### config.mk
export PLATFORM = sky130hd
export DESIGN_NAME = qpp_addr_gen
export DESIGN_NICKNAME = d
export VERILOG_FILES = /design/src/rtl/qpp_pkg.sv /design/src/rtl/qpp_mod_add.sv /design/src/rtl/qpp_ctrl.sv /design/src/rtl/qpp_datapath.sv /design/src/rtl/qpp_addr_gen.sv
export SDC_FILE = /design/constraint.sdc
export NUM_CORES = 2
export LEC_CHECK = 0
export BUFFER_PORTS_ARGS = -buffer_cell sky130_fd_sc_hd__buf_4
export CAP_MARGIN = 40
export CORE_MARGIN = 8
export CORE_UTILIZATION = 30
export DETAILED_ROUTE_END_ITERATION = 10
export HOLD_SLACK_MARGIN = 0.1
export PLACE_DENSITY = 0.53
export SLEW_MARGIN = 20
export SYNTH_ARGS = -nofsm -noshare
export SYNTH_HDL_FRONTEND = slang
export SYNTH_HIERARCHICAL = 1
export SYNTH_SLANG_ARGS = --single-unit
export TNS_END_PERCENT = 10
### constraint.sdc
create_clock -name clk -period 8.3 [get_ports clk]
set_input_delay 0.83 -clock clk [delete_from_list [all_inputs] [get_ports clk]]
set_output_delay 0.83 -clock clk [all_outputs]
set_load 0.1 [all_outputs]
### src/rtl/qpp_pkg.sv
package qpp_pkg;

  // Strobes from the sequencer to the address datapath
  typedef struct packed {
    logic loadCfg;   // latch K, coefficients, lane 0 start point
    logic loadLane;  // latch one lane's start point
    logic restart;   // copy start points into the running lanes
    logic step;      // advance every lane by one position
  } qppCtrlT;

  typedef enum logic [1:0] {
    ST_IDLE = 2'd0,
    ST_RUN  = 2'd1,
    ST_FIN  = 2'd2
  } qppStateT;

endpackage

### src/rtl/qpp_mod_add.sv
// (a + b) mod k for a, b < k: one add, one conditional subtract.
module qpp_mod_add #(
  parameter int W = 13
) (
  input  logic [W-1:0] a,
  input  logic [W-1:0] b,
  input  logic [W-1:0] k,
  output logic [W-1:0] sum
);
  logic [W:0] rawSum;
  logic [W:0] wrapSum;

  always_comb begin
    rawSum  = {1'b0, a} + {1'b0, b};
    wrapSum = rawSum - {1'b0, k};
    sum     = (rawSum >= {1'b0, k}) ? wrapSum[W-1:0] : rawSum[W-1:0];
  end
endmodule

### src/rtl/qpp_ctrl.sv
// Run sequencer: gates commands, counts accepted advances per run.
module qpp_ctrl
  import qpp_pkg::*;
#(
  parameter int LANES = 8,
  parameter int AW    = 13
) (
  input  logic          clk,
  input  logic          rstN,
  input  logic          cfgLoad,
  input  logic          laneLoad,
  input  logic          start,
  input  logic          advance,
  input  logic [AW-1:0] blkSize,
  output qppCtrlT       ctrl,
  output logic          outValid,
  output logic          done
);
  localparam int LANE_SH = $clog2(LANES);

  qppStateT      state;
  logic [AW-1:0] stepCnt;
  logic [AW-1:0] laneLen;
  logic          running;
  logic          lastStep;

  always_comb begin
    running      = (state == ST_RUN);
    laneLen      = blkSize >> LANE_SH;
    lastStep     = (stepCnt == laneLen - AW'(1));
    ctrl.loadCfg  = cfgLoad  & ~running;
    ctrl.loadLane = laneLoad & ~running;
    ctrl.restart  = start    & ~running;
    ctrl.step     = advance  &  running;
  end

  always_ff @(posedge clk) begin
    if (!rstN) begin
      state   <= ST_IDLE;
      stepCnt <= '0;
    end else if (ctrl.restart) begin
      state   <= ST_RUN;
      stepCnt <= '0;
    end else if (ctrl.step) begin
      if (lastStep) begin
        state   <= ST_FIN;
        stepCnt <= '0;
      end else begin
        stepCnt <= stepCnt + AW'(1);
      end
    end
  end

  assign outValid = (state == ST_RUN);
  assign done     = (state == ST_FIN);
endmodule

### src/rtl/qpp_datapath.sv
// Per-lane address/increment recursion with one shared step value.
module qpp_datapath
  import qpp_pkg::*;
#(
  parameter int LANES = 8,
  parameter int AW    = 13,
  parameter int LW    = $clog2(LANES)
) (
  input  logic                clk,
  input  logic                rstN,
  input  qppCtrlT             ctrl,
  input  logic [AW-1:0]       cfgBlkSize,
  input  logic [AW-1:0]       cfgF1,
  input  logic [AW-1:0]       cfgF2,
  input  logic [LW-1:0]       laneSel,
  input  logic [AW-1:0]       laneAddr,
  input  logic [AW-1:0]       laneInc,
  output logic [AW-1:0]       blkSize,
  output logic [LANES*AW-1:0] addrFlat
);
  logic [AW-1:0] blkSizeQ;
  logic [AW-1:0] twoF2Q;
  logic [AW-1:0] firstInc;
  logic [AW-1:0] twoF2New;

  // Config-time modular sums, evaluated against the incoming K
  qpp_mod_add #(.W(AW)) u_firstInc (
    .a(cfgF1), .b(cfgF2), .k(cfgBlkSize), .sum(firstInc)
  );
  qpp_mod_add #(.W(AW)) u_twoF2 (
    .a(cfgF2), .b(cfgF2), .k(cfgBlkSize), .sum(twoF2New)
  );

  always_ff @(posedge clk) begin
    if (!rstN) begin
      blkSizeQ <= '0;
      twoF2Q   <= '0;
    end else if (ctrl.loadCfg) begin
      blkSizeQ <= cfgBlkSize;
      twoF2Q   <= twoF2New;
    end
  end

  assign blkSize = blkSizeQ;

  for (genvar i = 0; i < LANES; i++) begin : g_lane
    logic [AW-1:0] startA;
    logic [AW-1:0] startG;
    logic [AW-1:0] curA;
    logic [AW-1:0] curG;
    logic [AW-1:0] nextA;
    logic [AW-1:0] nextG;
    logic          selHit;

    assign selHit = ctrl.loadLane && (laneSel == LW'(i));

    qpp_mod_add #(.W(AW)) u_addrStep (
      .a(curA), .b(curG), .k(blkSizeQ), .sum(nextA)
    );
    qpp_mod_add #(.W(AW)) u_incStep (
      .a(curG), .b(twoF2Q), .k(blkSizeQ), .sum(nextG)
    );

    // Stored start point; lane 0 also takes x = 0 from configuration
    if (i == 0) begin : g_origin
      always_ff @(posedge clk) begin
        if (!rstN) begin
          startA <= '0;
          startG <= '0;
        end else if (selHit) begin
          startA <= laneAddr;
          startG <= laneInc;
        end else if (ctrl.loadCfg) begin
          startA <= '0;
          startG <= firstInc;
        end
      end
    end else begin : g_table
      always_ff @(posedge clk) begin
        if (!rstN) begin
          startA <= '0;
          startG <= '0;
        end else if (selHit) begin
          startA <= laneAddr;
          startG <= laneInc;
        end
      end
    end

    always_ff @(posedge clk) begin
      if (!rstN) begin
        curA <= '0;
        curG <= '0;
      end else if (ctrl.restart) begin
        curA <= startA;
        curG <= startG;
      end else if (ctrl.step) begin
        curA <= nextA;
        curG <= nextG;
      end
    end

    assign addrFlat[i*AW +: AW] = curA;
  end
endmodule

### src/rtl/qpp_addr_gen.sv
module qpp_addr_gen
  import qpp_pkg::*;
#(
  parameter int LANES = 8,
  parameter int AW    = 13,
  parameter int LW    = $clog2(LANES)
) (
  input  logic                clk,
  input  logic                rstN,
  input  logic                cfgLoad,
  input  logic [AW-1:0]       cfgBlkSize,
  input  logic [AW-1:0]       cfgF1,
  input  logic [AW-1:0]       cfgF2,
  input  logic                laneLoad,
  input  logic [LW-1:0]       laneSel,
  input  logic [AW-1:0]       laneAddr,
  input  logic [AW-1:0]       laneInc,
  input  logic                start,
  input  logic                advance,
  output logic                outValid,
  output logic                done,
  output logic [LANES*AW-1:0] outAddr
);
  qppCtrlT       ctrl;
  logic [AW-1:0] blkSizeQ;

  qpp_ctrl #(.LANES(LANES), .AW(AW)) u_ctrl (
    .clk(clk), .rstN(rstN),
    .cfgLoad(cfgLoad), .laneLoad(laneLoad), .start(start), .advance(advance),
    .blkSize(blkSizeQ), .ctrl(ctrl), .outValid(outValid), .done(done)
  );

  qpp_datapath #(.LANES(LANES), .AW(AW), .LW(LW)) u_dp (
    .clk(clk), .rstN(rstN), .ctrl(ctrl),
    .cfgBlkSize(cfgBlkSize), .cfgF1(cfgF1), .cfgF2(cfgF2),
    .laneSel(laneSel), .laneAddr(laneAddr), .laneInc(laneInc),
    .blkSize(blkSizeQ), .addrFlat(outAddr)
  );
endmodule

# Word-level counts from Yosys, hierarchy flattened
# Index checks and enable logic that the tools add are counted.
[word_totals] reg_bits=457 elab_cells=182
[classes] addsub=38 order_cmp=18 eq_ne=10 mux=58 bitwise=6 n_reduce_logical=15
[ops] operator="two-way mux 13 bit" count=55
[ops] operator="adder 13 x 13 -> 14 bit" count=18
[ops] operator="greater-or-equal comparator 14 x 13 -> 1 bit" count=18
[ops] operator="subtractor 13 bit" count=18
[ops] operator="adder 13 x 1 -> 13 bit (second input constant)" count=1
[ops] operator="equality test 13 bit" count=1
[ops] operator="equality test 3 bit (second input constant)" count=4
[ops] operator="subtractor 10 x 1 -> 11 bit (second input constant)" count=1
[ops] operator="logical AND 1 bit" count=8
[ops] operator="equality test 3 x 2 -> 1 bit (second input constant)" count=2
[ops] operator="nonzero test 2 bit" count=3
[ops] operator="AND 1 bit" count=4
[ops] operator="AND reduction 2 bit" count=2
[ops] operator="equality test 3 x 1 -> 1 bit (second input constant)" count=1
[ops] operator="zero test 3 bit" count=1
[ops] operator="two-way mux 1 bit" count=3
[ops] operator="equality test 2 x 1 -> 1 bit (second input constant)" count=1
[ops] operator="equality test 2 bit (second input constant)" count=1
[ops] operator="inverter 1 bit" count=2
[ops] operator="OR reduction 2 bit" count=1

# Longest topological paths before layout
[logic_depth] ltp_word=5 ltp_mapped=20 mapped_depth_nobuf=18

# Hierarchy
# Netlist, hierarchy kept.
[modules_own_cells] mod="qpp_datapath" instances=1 cells_each=2163 area_per_inst_um2=18930.7
[modules_own_cells] mod="qpp_mod_add at u_dp.g_lane[0].u_addrStep ..." instances=13 cells_each=191 area_per_inst_um2=1428.9
[modules_own_cells] mod="qpp_mod_add at u_dp.g_lane[7].u_incStep ..." instances=3 cells_each=190 area_per_inst_um2=1435.1
[modules_own_cells] mod="qpp_mod_add at u_dp.g_lane[1].u_addrStep" instances=1 cells_each=208 area_per_inst_um2=1579.0
[modules_own_cells] mod="qpp_mod_add at u_dp.g_lane[7].u_addrStep" instances=1 cells_each=197 area_per_inst_um2=1480.2
[modules_own_cells] mod="qpp_ctrl" instances=1 cells_each=137 area_per_inst_um2=1127.3

# Worst setup path after synthesis
# OpenSTA, ideal clock, no wires.
[synth_path] path_kind="reg-to-reg" start="reg u_dp.g_lane[0].curA[2]" end="reg u_dp.g_lane[0].curA[2]" arrival_time_ns=4.595 setup_slack_ns=3.590 path_stages_with_launch=18 path_buffers=1 cell_sequence="dfxtp_1 -> ha_1 -> nor2b_4 -> o31a_1 -> a221oi_4 -> or4b_1 -> o211ai_2 -> ha_1 -> nand2_1 -> o21ai_0 -> o21ai_0 -> a22oi_1 -> a31oi_1 -> buf_4 -> mux2_2 -> mux2i_1 -> o21ai_0 -> and2_1"
[synth_via] elab_chain_cells=5 elab_cells_between_ends=6 classes_between="add/sub (2); order compare (1); mux (3)"
[synth_rtl] item="from (decl)" line="qpp_datapath.sv:49" source="logic [AW-1:0] curA;"
[synth_rtl] item="from (signal assigned)" line="qpp_datapath.sv:95" source="curA <= startA;"
[synth_rtl] item="from (signal assigned)" line="qpp_datapath.sv:98" source="curA <= nextA;"
[synth_rtl] item="adder 13 x 13 -> 14 bit (*)" line="qpp_mod_add.sv:14" source="rawSum = {1'b0, a} + {1'b0, b};"
[synth_rtl] item="subtractor 13 bit or greater-or-equal comparator 14 x 13 -> 1 bit (tied branches)" line="qpp_mod_add.sv:15, qpp_mod_add.sv:16"
[synth_rtl] item="two-way mux 13 bit (*)" line="qpp_mod_add.sv:16" source="sum = (rawSum >= {1'b0, k}) ? wrapSum[W-1:0] : rawSum[W-1:0];"
[synth_rtl] item="via u_dp.g_lane[0].nextA[2]" line="qpp_datapath.sv:51" source="logic [AW-1:0] nextA;"
[synth_rtl] item="two-way mux 13 bit (*)" line="qpp_datapath.sv:97" source="end else if (ctrl.step) begin"
[synth_rtl] item="two-way mux 13 bit (*)" line="qpp_datapath.sv:94" source="end else if (ctrl.restart) begin"
# Mark *: on every way through the listed nets, which the timed path passes. The rest lies on a longest branch. The select of a mux whose other input is x is not followed.
# A chain may end at the register's enable or synchronous reset.

# Final worst setup path
[layout_path] start="reg u_dp.twoF2Q[5]" end="reg u_dp.g_lane[4].curG[9]"
[layout_via] elab_chain_cells=5 elab_cells_between_ends=6 classes_between="add/sub (2); order compare (1); mux (3)"
[layout_rtl] item="from (decl)" line="qpp_datapath.sv:22" source="logic [AW-1:0] twoF2Q;"
[layout_rtl] item="from (signal assigned)" line="qpp_datapath.sv:40" source="twoF2Q <= twoF2New;"
[layout_rtl] item="adder 13 x 13 -> 14 bit (*)" line="qpp_mod_add.sv:14"
[layout_rtl] item="subtractor 13 bit or greater-or-equal comparator 14 x 13 -> 1 bit (tied branches)" line="qpp_mod_add.sv:15, qpp_mod_add.sv:16"
[layout_rtl] item="two-way mux 13 bit (*)" line="qpp_mod_add.sv:16"
[layout_rtl] item="via u_dp.g_lane[4].nextG[9]" line="qpp_datapath.sv:52" source="logic [AW-1:0] nextG;"
[layout_rtl] item="two-way mux 13 bit (*)" line="qpp_datapath.sv:97"
[layout_rtl] item="two-way mux 13 bit (*)" line="qpp_datapath.sv:94"
[layout_rtl] item="to (signal assigned)" line="qpp_datapath.sv:96" source="curG <= startG;"
[layout_rtl] item="to (signal assigned)" line="qpp_datapath.sv:99" source="curG <= nextG;"
[layout_rtl] item="to (decl)" line="qpp_datapath.sv:50" source="logic [AW-1:0] curG;"
# Marked as above.

==> results.toml <==
[layout]
fin_util_pct = 33.84
final_common_cell = "nand2_1"
stdcell_area_um2 = 51460
drive_above_1_share_pct = 11.34
nets = 6423
final_cell_mix = "nand2_1 (795), ha_1 (470), inv_1 (453)"
area_delta_synth_final_pct = 11.88
stdcell_count = 7926

[synth]
netlist_area_um2 = 46000
synth_edf_count = 0
ys_ff_latch = 457
syn_area_per_cell_um2 = 7.989
syn_inst = 5758
synth_cell_types = 89
synth_ff_type = "dfxtp_1"
synth_fp_nets = 6338
yosysWarnings = 6
yosysSeqAreaShare_pct = 19.89
synth-async-reset-ratio_pct = 0

[route]
wl_met3_um = 8306
wl_met1_um = 75680
via_per_inst = 5.259
vias = 41680
wire_per_inst_um = 20.95
drt_iter0_drc = 2777
top_signal_layer_used = "met5"
final_antenna_net_count = 0
drc = 0
dr.pass1.iters = 6
wl_um = 166000
wl_met2_um = 75470

[placement]
portBuffers = 179
place.gp.congestion = 0.8986
place_inst = 7809
hpwl_um = 119500
placed_cell_area_um2 = 49350

[sta]
fmax_ghz = 0.1853
setup_tns_ns = 0
fin_crit_sh_pct = 65.02
worst-slew-pin-transition_ns = 1.078
maxSlewViolCount = 0
grt_setup_unrepaired = "no"
final-setup-viol-count = 0
relSlewSlack_pct = 28.12
fin_skew_ns = 0.02848
hold_viol_final = 0
min_period_ns = 5.397

[die]
die_w_um = 407.6
core_um2 = 152100
die_h_um = 407.6
num_rows = 143
start_util_pct = 30.25
io_pins = 180
dieArea_um2 = 166100

[power_and_ir_drop]
ir_worst_vdd_v = 0.0002052
p_sw_w = 0.008617
power_frac_seq_pct = 14.5
p_leak_nw = 21.02
p_sw_share_pct = 46.30
power_density_nw_per_um2 = 361.7
clkPwrFrac_pct = 15.0
p_comb_share_pct = 70.5
intPower_w = 0.009995

[clock_tree]
cts_hold_buf = 0
clkSinkCount = 457
clk_pin_slew_ns = 0.06
cts-resized-gates = 0
htree_levels = 2
post_cts_buffers = 0
cts_tree = "done"
clock_latency_ns = 0.67
numCtsBuffers = 58
cts_buffer_depth = 3
root_buffer = "clkbuf_16"

[global_routing]
grt_pass1_vias = 40020
grt_pass1_wl_um = 248400
antenna_found_initial = 13
grt_max_degree = 177
grt_usage_pct = 18.95
overflow = 0

[setup_path]
max_stage_delay_ns = 0.89
arrival_ns = 5.96
crit_path_cell_trace = "ha_1 -> a21o_1 -> a21o_1 -> a221oi_4 -> or4b_1 -> o211ai_2 -> ha_1 -> nand2_1 -> o21ai_0 -> o21ai_0 -> a22oi_1 -> a31oi_1 -> buf_4 -> mux2_2 -> mux2i_1 -> o21ai_0 -> and2_1"
critPathLaunchType = "flop"
crit_type = "reg -> reg"
cp.required_ns = 8.86
cp-end-kind = "flop"
cp_max_fo = 9
slowest_stage = "dfxtp_1"
path_common_cell = "o21ai_0"

[worst_hold_path]
min_path_type = "reg -> reg"

[outcome]
status = "finished clean"

[flow_run]
drv_cap = 0
worst max-delay path, delay by kind of cell (launching register included):
family                     cells  cell delay [ns]
buffers and inverters          1             0.30
muxes                          2             0.51
AOI/OAI and AO/OA              9             2.08
and+or+nand+nor                3             0.76
adders and majority gates      2             0.73
DFF                            1             0.89
logic make-up after synthesis:
| kind of cell | Yosys count | share of synthesized area (%) |
|---|---|---|
| buf+inv | 677 | 6.292 |
| mux | 518 | 12.00 |
| fa+ha+maj | 506 | 14.35 |
| xor+xnor | 321 | 6.112 |
| flops | 457 | 19.89 |
| simple gates | 1837 | 20.30 |
| compound gates | 1442 | 21.05 |
final timing paths:
kind | from | end | slack (ns) | cells past startpoint
worst max-delay path | u_dp/twoF2Q[5] | u_dp/g_lane[4].curG[9] | 2.90 | 17
worst min-delay path | u_dp/g_lane[1].startA[5] | u_dp/g_lane[1].startA[5] | 0.46 | 2
worst max register to register | u_dp/twoF2Q[5] | u_dp/g_lane[4].curG[9] | 2.90 | 17
worst min register to register | u_dp/g_lane[1].startA[5] | u_dp/g_lane[1].startA[5] | 0.46 | 2
Yosys cell counts, types with 74 or more instances:
library cell	count	area, µm²
nor2b_1	83	519.3
a21o_1	74	555.5
o21ai_0	401	2007
clkbuf_1	88	330.3
a21boi_0	185	1389
ha_1	470	5881
xnor2_1	184	1612
inv_1	455	1708
and2_1	212	1326
nor2_1	226	848.3
nand2_1	795	2984
mux2i_1	300	3003
a21oi_1	279	1396
nand3_1	76	380.4
dfxtp_1	457	9149
xor2_1	137	1200
a211oi_1	85	638.1
nand2b_1	75	469.2
mux2_2	185	2083
power groups by stage:
stage	combinational, W	sequential, W	clock (W)
finish	0.0131	0.00271	0.00278
global route	0.0143	0.00272	0.00292
CTS	0.0130	0.00272	0.00285
detailed placement	0.0129	0.00276	0
global placement	0.0128	0.00277	0
floorplan	0.00992	0.00314	0
sequential cells by signal, summed over array words and instances (netlist names):
signal and cells:
u_ctrl/state 2, u_dp/twoF2Q 13, u_dp/g_lane.startG 104, u_dp/g_lane.startA 104
u_dp/g_lane.curA 104, u_dp/blkSize 13, u_ctrl/stepCnt 13, u_dp/g_lane.curG 104
per-stage QoR:
step / total power, W / hold WS, ns / setup slack [ns]
3_3_place_gp: 0.01559 / 0.4442 / 2.998
6_report: 0.01861 / 0.4553 / 2.903
3_5_place_dp: 0.01569 / 0.4481 / 2.911
4_1_cts: 0.01857 / 0.4142 / 2.880
5_1_grt: 0.01999 / 0.4534 / 2.652
2_1_floorplan: 0.01306 / 0.4353 / 3.590
layout make-up:
type	count	area, µm²
fillers	16090	100600
multi-input cells	4624	33960
flip-flops and latches	457	9165
well taps	2030	2540
repair buffers	247	2013
inverters	455	1723
clock buffers	76	1609
clock inverters	33	440.4
diodes	4	10.01
per-layer routing:
| layer | GRT usage, % | vias to the layer above |
|---|---|---|
| met1 | 25.15 | 19880 |
| li1 | - | 20560 |
| met5 | 0 | - |
| met3 | 2.539 | 276 |
| met4 | 6.898 | 6 |
| met2 | 31.36 | 969 |
Note: power is estimated with default switching activity, not from simulation.
